**config.mk**
```make
export PLATFORM = sky130hd
export DESIGN_NAME = serial_lite_ctrl
export DESIGN_NICKNAME = d
export VERILOG_FILES = /design/src/rtl/serial_lite_pkg.sv /design/src/rtl/sl_fifo.sv /design/src/rtl/sl_tx_engine.sv /design/src/rtl/sl_rx_engine.sv /design/src/rtl/serial_lite_ctrl.sv
export SDC_FILE = /design/constraint.sdc
export NUM_CORES = 1
export LEC_CHECK = 0
export BUFFER_PORTS_ARGS = -buffer_cell sky130_fd_sc_hd__buf_2
export CORE_UTILIZATION = 35
export DETAILED_ROUTE_END_ITERATION = 6
export GPL_ROUTABILITY_DRIVEN = 0
export PLACE_DENSITY_LB_ADDON = 0.2
export SLEW_MARGIN = 10
export SYNTH_ARGS = -nofsm -noshare
export SYNTH_HDL_FRONTEND = slang
export SYNTH_SLANG_ARGS = --single-unit
```
**constraint.sdc**
```tcl
create_clock -name clk -period 5.1 [get_ports clk]
set_clock_uncertainty 0.1 [all_clocks]
set_input_delay 0.765 -clock clk [delete_from_list [all_inputs] [get_ports clk]]
set_output_delay 0.765 -clock clk [all_outputs]
set_load 0.1 [all_outputs]
```
**src/rtl/serial_lite_pkg.sv**
```systemverilog
`timescale 1ns/1ps
package serial_lite_pkg;

  typedef enum logic [1:0] {
    PAR_NONE = 2'd0,
    PAR_EVEN = 2'd1,
    PAR_ODD  = 2'd2
  } parity_e;

  typedef enum logic [2:0] {
    FR_IDLE   = 3'd0,
    FR_START  = 3'd1,
    FR_DATA   = 3'd2,
    FR_PARITY = 3'd3,
    FR_STOP   = 3'd4
  } frame_st_e;

  localparam logic [1:0] SLOT_RXDATA  = 2'd0;
  localparam logic [1:0] SLOT_TXDATA  = 2'd1;
  localparam logic [1:0] SLOT_STATUS  = 2'd2;
  localparam logic [1:0] SLOT_CONTROL = 2'd3;

  // Parity bit to append after the low nbits of d.
  function automatic logic parity_of(input logic [7:0] d, input int unsigned nbits,
                                     input parity_e mode);
    logic p;
    p = 1'b0;
    for (int unsigned i = 0; i < 8; i++) begin
      if (i < nbits) p = p ^ d[i];
    end
    return (mode == PAR_ODD) ? ~p : p;
  endfunction

endpackage

```
**src/rtl/sl_fifo.sv**
```systemverilog
`timescale 1ns/1ps
module sl_fifo #(
  parameter int unsigned WIDTH = 8,
  parameter int unsigned DEPTH = 16,
  localparam int unsigned AW = (DEPTH > 1) ? $clog2(DEPTH) : 1,
  localparam int unsigned CW = $clog2(DEPTH) + 1
) (
  input  logic             clk,
  input  logic             rst_n,
  input  logic             clr,
  input  logic             push,
  input  logic [WIDTH-1:0] din,
  input  logic             pop,
  output logic [WIDTH-1:0] dout,
  output logic [CW-1:0]    count,
  output logic             empty,
  output logic             full
);

  logic [WIDTH-1:0] mem [DEPTH];
  logic [AW-1:0]    wr_q, wr_n, rd_q, rd_n;
  logic [CW-1:0]    cnt_q, cnt_n;
  logic             do_push, do_pop;

  assign empty   = (cnt_q == '0);
  assign full    = (cnt_q == CW'(DEPTH));
  assign do_push = push && !full;
  assign do_pop  = pop && !empty;
  assign dout    = mem[rd_q];
  assign count   = cnt_q;

  function automatic logic [AW-1:0] bump(input logic [AW-1:0] p);
    return (p == AW'(DEPTH - 1)) ? '0 : p + AW'(1);
  endfunction

  always_comb begin
    wr_n  = wr_q;
    rd_n  = rd_q;
    cnt_n = cnt_q;
    if (clr) begin
      wr_n  = '0;
      rd_n  = '0;
      cnt_n = '0;
    end else begin
      if (do_push) wr_n = bump(wr_q);
      if (do_pop)  rd_n = bump(rd_q);
      case ({do_push, do_pop})
        2'b10:   cnt_n = cnt_q + CW'(1);
        2'b01:   cnt_n = cnt_q - CW'(1);
        default: cnt_n = cnt_q;
      endcase
    end
  end

  always_ff @(posedge clk or negedge rst_n) begin
    if (!rst_n) begin
      wr_q  <= '0;
      rd_q  <= '0;
      cnt_q <= '0;
    end else begin
      wr_q  <= wr_n;
      rd_q  <= rd_n;
      cnt_q <= cnt_n;
    end
  end

  always_ff @(posedge clk) begin
    if (do_push && !clr) mem[wr_q] <= din;
  end

endmodule

```
**src/rtl/sl_tx_engine.sv**
```systemverilog
`timescale 1ns/1ps
module sl_tx_engine
  import serial_lite_pkg::*;
#(
  parameter int unsigned DATA_BITS = 8,
  parameter parity_e     PARITY    = PAR_EVEN
) (
  input  logic       clk,
  input  logic       rst_n,
  input  logic       tick,
  input  logic       avail,
  input  logic [7:0] din,
  output logic       take,
  output logic       line,
  output logic       busy
);

  localparam logic [2:0] LAST_IDX = 3'(DATA_BITS - 1);
  localparam bit         HAS_PAR  = (PARITY != PAR_NONE);

  frame_st_e  st_q, st_n;
  logic [3:0] tk_q, tk_n;
  logic [2:0] idx_q, idx_n;
  logic [7:0] sh_q, sh_n;
  logic       par_q, par_n;

  always_comb begin
    st_n  = st_q;
    tk_n  = tk_q;
    idx_n = idx_q;
    sh_n  = sh_q;
    par_n = par_q;
    take  = 1'b0;
    if (st_q == FR_IDLE) begin
      if (avail) begin
        take  = 1'b1;
        sh_n  = din;
        par_n = parity_of(din, DATA_BITS, PARITY);
        tk_n  = '0;
        idx_n = '0;
        st_n  = FR_START;
      end
    end else if (tick) begin
      tk_n = tk_q + 4'd1;
      if (tk_q == 4'd15) begin
        case (st_q)
          FR_START: st_n = FR_DATA;
          FR_DATA: begin
            sh_n  = sh_q >> 1;
            idx_n = idx_q + 3'd1;
            if (idx_q == LAST_IDX) st_n = HAS_PAR ? FR_PARITY : FR_STOP;
          end
          FR_PARITY: st_n = FR_STOP;
          default:   st_n = FR_IDLE;
        endcase
      end
    end
  end

  always_comb begin
    case (st_q)
      FR_START:  line = 1'b0;
      FR_DATA:   line = sh_q[0];
      FR_PARITY: line = par_q;
      default:   line = 1'b1;
    endcase
  end

  assign busy = (st_q != FR_IDLE);

  always_ff @(posedge clk or negedge rst_n) begin
    if (!rst_n) begin
      st_q  <= FR_IDLE;
      tk_q  <= '0;
      idx_q <= '0;
      sh_q  <= '0;
      par_q <= 1'b0;
    end else begin
      st_q  <= st_n;
      tk_q  <= tk_n;
      idx_q <= idx_n;
      sh_q  <= sh_n;
      par_q <= par_n;
    end
  end

endmodule

```
**src/rtl/sl_rx_engine.sv**
```systemverilog
`timescale 1ns/1ps
module sl_rx_engine
  import serial_lite_pkg::*;
#(
  parameter int unsigned DATA_BITS = 8,
  parameter parity_e     PARITY    = PAR_EVEN
) (
  input  logic       clk,
  input  logic       rst_n,
  input  logic       tick,
  input  logic       rx_async,
  output logic       done,
  output logic [7:0] data,
  output logic       frame_err,
  output logic       par_err
);

  localparam logic [2:0] LAST_IDX = 3'(DATA_BITS - 1);
  localparam bit         HAS_PAR  = (PARITY != PAR_NONE);

  logic       s1_q, line_q;
  frame_st_e  st_q, st_n;
  logic [3:0] tk_q, tk_n;
  logic [2:0] idx_q, idx_n;
  logic [7:0] sh_q, sh_n;
  logic       bad_q, bad_n;
  logic       done_q, done_n;
  logic [7:0] data_q, data_n;
  logic       fe_q, fe_n, pe_q, pe_n;

  always_comb begin
    st_n   = st_q;
    tk_n   = tk_q;
    idx_n  = idx_q;
    sh_n   = sh_q;
    bad_n  = bad_q;
    done_n = 1'b0;
    data_n = data_q;
    fe_n   = fe_q;
    pe_n   = pe_q;
    if (tick) begin
      case (st_q)
        FR_IDLE: begin
          if (!line_q) begin
            st_n = FR_START;
            tk_n = '0;
          end
        end
        FR_START: begin
          if (tk_q == 4'd7) begin
            tk_n = '0;
            if (!line_q) begin
              st_n  = FR_DATA;
              idx_n = '0;
              sh_n  = '0;
              bad_n = 1'b0;
            end else begin
              st_n = FR_IDLE;
            end
          end else begin
            tk_n = tk_q + 4'd1;
          end
        end
        FR_DATA: begin
          tk_n = tk_q + 4'd1;
          if (tk_q == 4'd15) begin
            sh_n[idx_q] = line_q;
            idx_n = idx_q + 3'd1;
            if (idx_q == LAST_IDX) st_n = HAS_PAR ? FR_PARITY : FR_STOP;
          end
        end
        FR_PARITY: begin
          tk_n = tk_q + 4'd1;
          if (tk_q == 4'd15) begin
            bad_n = (line_q != parity_of(sh_q, DATA_BITS, PARITY));
            st_n  = FR_STOP;
          end
        end
        default: begin
          tk_n = tk_q + 4'd1;
          if (tk_q == 4'd15) begin
            done_n = 1'b1;
            data_n = sh_q;
            fe_n   = !line_q;
            pe_n   = HAS_PAR && bad_q;
            st_n   = FR_IDLE;
          end
        end
      endcase
    end
  end

  assign done      = done_q;
  assign data      = data_q;
  assign frame_err = fe_q;
  assign par_err   = pe_q;

  always_ff @(posedge clk or negedge rst_n) begin
    if (!rst_n) begin
      s1_q   <= 1'b1;
      line_q <= 1'b1;
      st_q   <= FR_IDLE;
      tk_q   <= '0;
      idx_q  <= '0;
      sh_q   <= '0;
      bad_q  <= 1'b0;
      done_q <= 1'b0;
      data_q <= '0;
      fe_q   <= 1'b0;
      pe_q   <= 1'b0;
    end else begin
      s1_q   <= rx_async;
      line_q <= s1_q;
      st_q   <= st_n;
      tk_q   <= tk_n;
      idx_q  <= idx_n;
      sh_q   <= sh_n;
      bad_q  <= bad_n;
      done_q <= done_n;
      data_q <= data_n;
      fe_q   <= fe_n;
      pe_q   <= pe_n;
    end
  end

endmodule

```
**src/rtl/serial_lite_ctrl.sv**
```systemverilog
`timescale 1ns/1ps
module serial_lite_ctrl
  import serial_lite_pkg::*;
#(
  parameter int unsigned CLKS_PER_TICK = 4,
  parameter int unsigned DATA_BITS     = 8,
  parameter parity_e     PARITY        = PAR_EVEN,
  parameter int unsigned FIFO_DEPTH    = 16
) (
  input  logic        clk,
  input  logic        rst_n,
  input  logic [1:0]  bus_addr,
  input  logic        bus_wr,
  input  logic [31:0] bus_wdata,
  input  logic        bus_rd,
  output logic [31:0] bus_rdata,
  input  logic        rx_line,
  output logic        tx_line,
  output logic        irq
);

  localparam int unsigned CW   = $clog2(FIFO_DEPTH) + 1;
  localparam int unsigned DIVW = $clog2(CLKS_PER_TICK) + 1;
  localparam logic [7:0]  CHAR_MASK = 8'((16'd1 << DATA_BITS) - 16'd1);

  // oversample tick divider
  logic [DIVW-1:0] div_q, div_n;
  logic            tick;
  assign tick  = (div_q == DIVW'(CLKS_PER_TICK - 1));
  assign div_n = tick ? '0 : div_q + DIVW'(1);

  // bus decode
  logic wr_tx, wr_ctl, rd_rx, rd_stat;
  assign wr_tx   = bus_wr && (bus_addr == SLOT_TXDATA);
  assign wr_ctl  = bus_wr && (bus_addr == SLOT_CONTROL);
  assign rd_rx   = bus_rd && (bus_addr == SLOT_RXDATA);
  assign rd_stat = bus_rd && (bus_addr == SLOT_STATUS);

  // transmit path
  logic [7:0]    tx_dout;
  logic [CW-1:0] tx_count;
  logic          tx_empty, tx_full, tx_take, tx_busy;

  sl_fifo #(.WIDTH(8), .DEPTH(FIFO_DEPTH)) tx_fifo_i (
    .clk(clk), .rst_n(rst_n), .clr(wr_ctl && bus_wdata[0]),
    .push(wr_tx), .din(bus_wdata[7:0] & CHAR_MASK), .pop(tx_take),
    .dout(tx_dout), .count(tx_count), .empty(tx_empty), .full(tx_full)
  );

  sl_tx_engine #(.DATA_BITS(DATA_BITS), .PARITY(PARITY)) tx_eng_i (
    .clk(clk), .rst_n(rst_n), .tick(tick), .avail(!tx_empty), .din(tx_dout),
    .take(tx_take), .line(tx_line), .busy(tx_busy)
  );

  // receive path
  logic [7:0]    rx_char, rx_dout;
  logic [CW-1:0] rx_count;
  logic          rx_done, rx_fe, rx_pe, rx_empty, rx_full;

  sl_rx_engine #(.DATA_BITS(DATA_BITS), .PARITY(PARITY)) rx_eng_i (
    .clk(clk), .rst_n(rst_n), .tick(tick), .rx_async(rx_line),
    .done(rx_done), .data(rx_char), .frame_err(rx_fe), .par_err(rx_pe)
  );

  sl_fifo #(.WIDTH(8), .DEPTH(FIFO_DEPTH)) rx_fifo_i (
    .clk(clk), .rst_n(rst_n), .clr(wr_ctl && bus_wdata[1]),
    .push(rx_done && !rx_full), .din(rx_char), .pop(rd_rx),
    .dout(rx_dout), .count(rx_count), .empty(rx_empty), .full(rx_full)
  );

  // sticky error flags, interrupt enable, interrupt edge detect
  logic ovr_q, ovr_n, fe_q, fe_n, pe_q, pe_n;
  logic ie_q, ie_n, irq_q, irq_n;
  logic rxe_q, txe_q;

  always_comb begin
    ovr_n = (rd_stat ? 1'b0 : ovr_q) | (rx_done && rx_full);
    fe_n  = (rd_stat ? 1'b0 : fe_q)  | (rx_done && rx_fe);
    pe_n  = (rd_stat ? 1'b0 : pe_q)  | (rx_done && rx_pe);
    ie_n  = wr_ctl ? bus_wdata[4] : ie_q;
    irq_n = ie_q && ((rxe_q && !rx_empty) || (!txe_q && tx_empty));
  end

  always_ff @(posedge clk or negedge rst_n) begin
    if (!rst_n) begin
      div_q <= '0;
      ovr_q <= 1'b0;
      fe_q  <= 1'b0;
      pe_q  <= 1'b0;
      ie_q  <= 1'b0;
      irq_q <= 1'b0;
      rxe_q <= 1'b1;
      txe_q <= 1'b1;
    end else begin
      div_q <= div_n;
      ovr_q <= ovr_n;
      fe_q  <= fe_n;
      pe_q  <= pe_n;
      ie_q  <= ie_n;
      irq_q <= irq_n;
      rxe_q <= rx_empty;
      txe_q <= tx_empty;
    end
  end

  assign irq = irq_q;

  // read mux
  logic [7:0] status;
  assign status = {pe_q, fe_q, ovr_q, ie_q, tx_full, tx_empty, rx_full, !rx_empty};

  always_comb begin
    case (bus_addr)
      SLOT_RXDATA: bus_rdata = rx_empty ? 32'd0 : {24'd0, rx_dout};
      SLOT_STATUS: bus_rdata = {24'd0, status};
      default:     bus_rdata = 32'd0;
    endcase
  end

endmodule

```
# Word-level counts from Yosys, hierarchy flattened
# Memories as Yosys holds them, arrays and structs flattened.
# Cells that the tools add are included.
[totals] regBits=87 out_inout_bits=34 word_cells=271 n_memories=2 ramBits=256 input_bits=39
[op_classes] bitwise=19 muxes=115 add_sub_neg=13 n_reduce_logical=56 n_eq_ne=34 n_lt_le_gt_ge=2
[memory_table] memory="rx_fifo_i.mem" words=16 word_bits=8 rd=1 rd_ports_with_merged_regs=0 write_ports=1 line="sl_fifo.sv:20" text="logic [WIDTH-1:0] mem [DEPTH];"
[memory_table] memory="tx_fifo_i.mem" words=16 word_bits=8 rd=1 rd_ports_with_merged_regs=0 write_ports=1 line="sl_fifo.sv:20"
[ops] operator="$mux W8" count=9
[ops] operator="$mux W4" count=17
[ops] operator="$pmux W32 S2" count=1
[ops] operator="$mux W3" count=20
[ops] operator="$mux W1" count=54
[ops] operator="$add A4 B1 Y4 const B" count=6
[ops] operator="$eq A4 B4 Y1 const B" count=6
[ops] operator="$logic_and A1 B1 Y1" count=20
[ops] operator="$pmux W5 S2" count=2
[ops] operator="$reduce_bool A2 Y1" count=9
[ops] operator="$pmux W8 S2" count=1
[ops] operator="$eq A3 B2 Y1 const B" count=5
[ops] operator="$xor A1 B1 Y1" count=14
[ops] operator="$pmux W3 S4" count=1
[ops] operator="$add A5 B1 Y5 const B" count=2
[ops] operator="$eq A5 B5 Y1 const B" count=2
[ops] operator="$logic_not A5 Y1" count=2
[ops] operator="$mux W5" count=2
[ops] operator="$reduce_and A5 Y1" count=2
[ops] operator="$sub A5 B1 Y5 const B" count=2
[ops] operator="$add A3 B1 Y3 const B" count=3
[ops] operator="$pmux W3 S3" count=1
[ops] operator="$reduce_bool A3 Y1" count=3
[ops] operator="$bwmux W8" count=1
[ops] operator="28 further kinds" count=54

# Longest topological paths before layout
[logic_depth] word_depth=35 depth_mapped=16 ltp_nobuf=13

# Cells and area by module
# From an unflattened synthesis, not the netlist that was laid out.
[hier_totals] hier_cells=1003 hier_area_um2=15312.2
[modules_own_cells] mod="sl_fifo at tx_fifo_i" instances=1 area_each_um2=5962.0 cells_per_inst=307 seq_area_each_um2=4169.0
[modules_own_cells] mod="sl_fifo at rx_fifo_i" instances=1 area_each_um2=5928.2 cells_per_inst=361 seq_area_each_um2=4169.0
[modules_own_cells] mod="sl_rx_engine" instances=1 area_each_um2=1680.4 cells_per_inst=151 seq_area_each_um2=803.3
[modules_own_cells] mod="sl_tx_engine" instances=1 area_each_um2=1014.7 cells_per_inst=101 seq_area_each_um2=475.5
[modules_own_cells] mod="serial_lite_ctrl" instances=1 area_each_um2=726.9 cells_per_inst=83 seq_area_each_um2=252.7

# Least setup slack after synthesis
# OpenSTA, ideal clock, no wires.
[synth_timing] path_kind="register -> output" startpoint="reg rx_fifo_i.rd_q[0]" endpoint="out bus_rdata[0]" path_stages_with_launch=7 t_required_ps=4235 setup_slack_ps=614 arrival_ps=3621 cell_sequence="dfrtp_1 > clkbuf_1 > buf_2 > mux4_2 > mux4_2 > nor2_1 > nor3_1"
[synth_via] elab_chain_cells=3
[synth_rtl] element="start, declared" line="sl_fifo.sv:21" text="logic [AW-1:0] wr_q, wr_n, rd_q, rd_n;"
[synth_rtl] element="start signal, assigned" line="sl_fifo.sv:62" text="rd_q <= rd_n;"
[synth_rtl] element="$mem_v2 Z16 W8"
[synth_rtl] element="$mux W8" line="serial_lite_ctrl.sv:114" text="SLOT_RXDATA: bus_rdata = rx_empty ? 32'd0 : {24'd0, rx_dout};"
[synth_rtl] element="$pmux W32 S2" line="serial_lite_ctrl.sv:113" text="case (bus_addr)"
[synth_rtl] element="end, declared" line="serial_lite_ctrl.sv:16" text="output logic [31:0] bus_rdata,"
# No other way between the ends.

# Worst setup path in the final report
[layout_timing] startpoint="reg rx_fifo_i.rd_q[0]" endpoint="out bus_rdata[4]"
# The elaborated chain is that of the path after synthesis.

==> results.cfg <==
[routing]
first_pass_iters = 5
drc_errors = 0
antenna_left = 0
wl_per_cell_um = 19.8
via_per_inst = 5.00
drtIter0Drc = 414
wl_um = 30000
dr_total_vias = 7594

[setup_path]
r2r_cells = 12
worstSetupPathType = reg -> out
cp-end-kind = primary output
worst_path_most_repeated_cell = mux4_2
r2r_setup_slack_ns = 1.63
crit_path_max_fanout = 37
startpoint = rx_fifo_i.rd_q[0]
regToRegEndpoint = tx_fifo_i.count[4]
setup.worst_path.start_class = flip-flop
max_stage_delay_ns = 0.62
crit_path_top_delay_cell = mux4_2
crit-reg2reg-launch = tx_eng_i.st_q[1]
crit_chain = buf_4 > mux4_2 > mux4_2 > inv_1 > o21ai_1 > buf_2
worstPathRequired_ns = 4.24
critPathArrivalTime_ns = 3.09

[yosys]
synth_cell_type_count = 60
ys_seq_area_share_pct = 66.8
yosysWarnings = 0
synth_area_sq_um = 14800
syn_area_per_cell_sq_um = 15.8
synthFlopType = edfxtp_1
synthArstFlopShare_pct = 25.4
synth-seq-cells = 343
synth_edf_count = 256
syn_inst = 937

[final_layout]
layout_common_cells = edfxtp_1, dfrtp_1, mux4_2
fin_nets = 1024
final_util_pct = 40.0
layout-drive-gt1-share_pct = 19.0
mostFrequentLayoutCell = edfxtp_1
synthToLayoutAreaGrowth_pct = 11.7
diodes = 0

[floorplanning]
die_y_um = 207
row_count = 74
start_util_pct = 35.8
fp.coreArea_sq_um = 41200
dieArea_sq_um = 43000
die_w_um = 207
io_pins = 73

[power]
p_int_uw = 5660
seqPwrFrac_pct = 41.7
ir_drop_mv = 0.308
p_clk_share_pct = 31.1
swShare_pct = 32.5
power_density_nw_per_um2 = 509
combPwrFrac_pct = 27.2
p_leak_uw = 0.00551
power_uw = 8390
switchingPower_uw = 2730

[timing]
worstMarginPinSlew_ns = 1.21
max-slew-margin-rel_pct = 19.0
finalCritPeriodShare_pct = 77.6
slew_viol_final = 0
setup_violations = 0
period_minus_slack_ns = 3.96
max_freq_mhz = 253
grt_setup_unrepaired = false
tns_ns = 0
finalHoldViolCount = 0

[clock_tree]
cts_setup_buffers = 0
ctsHoldBuffers = 0
cts_sinks = 343
clock_path_buffers = 3
clkTransAtPathRegs_ns = 0.06
cts_buffers = 37
cts_tree = yes
htree_levels = 2
post_cts_resized = 0
root_buffer = clkbuf_16
worstSkewPairLatency_ns = 0.53

[place]
io_buffer_count = 24
hpwl_um = 18900

[global_route]
grt_pass1_vias = 7628
gr-usage-all-layers_pct = 14.2
grt_pass1_wl_um = 46700
antenna_found_initial = 0
grt_overflow = 0
grt_max_degree = 56

[run]
maxCapViolations = 0

[worst_hold_path]
min_path_type = in -> async

[status]
outcome = completed
registers in the layout, indices dropped and copies added (netlist names), 3 cells and up:
register,count
tx_fifo_i.mem,128
tx_eng_i.sh_q,8
rx_eng_i.st_q,3
rx_fifo_i.mem,128
rx_fifo_i.wr_q,4
tx_eng_i.st_q,3
rx_eng_i.idx_q,3
tx_fifo_i.count,5
rx_eng_i.tk_q,4
tx_eng_i.idx_q,3
tx_eng_i.tk_q,4
rx_eng_i.data,8
tx_fifo_i.rd_q,4
div_q,3
rx_fifo_i.rd_q,4
rx_eng_i.sh_q,8
rx_fifo_i.count,5
tx_fifo_i.wr_q,4
metal layers:
metal  up-vias  track usage [%]  share of wire (%)
li1       3576                -                  -
met1      3852             18.9                 44
met2       118             23.8                 50
met3        48             2.41                3.5
met4         0             4.43                2.2
met5         -                0                  0
worst max-delay path, delay by kind of cell, from the launching register on:
family / cells / cell delay, ns
AO/OA/AOI/OAI: 1 / 0.07
buffers and inverters: 3 / 0.95
flip-flops: 1 / 0.34
multiplexers: 2 / 1.15
power by group through the flow:
stage	Clock (uW)	Combinational, uW	Sequential [uW]
2_1_floorplan	0	2050	3360
3_3_place_gp	0	2310	3560
3_5_place_dp	0	2330	3560
4_1_cts	2690	2340	3510
5_1_grt	2790	2530	3550
6_report	2610	2280	3500
Yosys cell counts, drive strengths merged (7+ instances only):
| master | number | share of area [%] |
|---|---|---|
| edfxtp | 256 | 52 |
| dfrtp | 83 | 14 |
| mux4 | 72 | 11 |
| nand2 | 68 | 1.7 |
| o21ai | 59 | 2.0 |
| nor2 | 52 | 1.3 |
| buf | 39 | 1.9 |
| clkbuf | 32 | 0.81 |
| mux2i | 30 | 2.0 |
| a21oi | 24 | 0.84 |
| ha | 24 | 2.0 |
| inv | 24 | 0.61 |
| xor2 | 22 | 1.3 |
| and2 | 21 | 0.89 |
| mux2 | 18 | 1.4 |
| nand3 | 13 | 0.44 |
| nor3 | 11 | 0.45 |
| xnor2 | 11 | 0.65 |
| o31ai | 10 | 0.51 |
| a31oi | 7 | 0.30 |
through the flow:
step / area [sq um] / setup WS [ns] / hold slack, ns / cells
2_1_floorplan: 14900 / 0.614 / 0.245 / 960
3_3_place_gp: 15300 / 1.60 / 0.247 / 1454
3_5_place_dp: 15300 / 1.58 / 0.249 / 1454
4_1_cts: 16500 / 1.07 / 0.219 / 1520
5_1_grt: 16500 / 0.990 / 0.227 / 1520
6_report: 16500 / 1.14 / 0.194 / 1520
cell type report:
class	count	area (sq um)
inverter	24	90.1
tap	532	666
clock inverter	15	159
multi-input combinational	522	4510
clock buffer	51	1010
fill	3761	24700
timing repair buffer	33	190
sequential	343	9870
cell families (layout without fill, tap and decap cells):
logic type	Yosys count	after routing	share of synthesized area (%)
mux	120	120	14.4
compound gates	124	124	5.02
flops	343	343	66.8
xor+xnor	34	34	2.11
buf+inv	95	123	3.32
simple gates	196	196	6.25
fa+ha+maj	24	24	2.03
other cells	1	24	0.0254
how the worst max path moves through the flow:
stage	to	slack, ns	depth (start not counted)
after floorplan	bus_rdata[0]	0.61	6
after global placement	tx_fifo_i.count[4]	1.60	12
after detailed placement	rx_fifo_i.mem[7][1]	1.58	6
after CTS	bus_rdata[4]	1.07	6
after global routing	bus_rdata[4]	0.99	6
final	bus_rdata[4]	1.14	6
No activity file was read; power rests on OpenSTA's default activity.
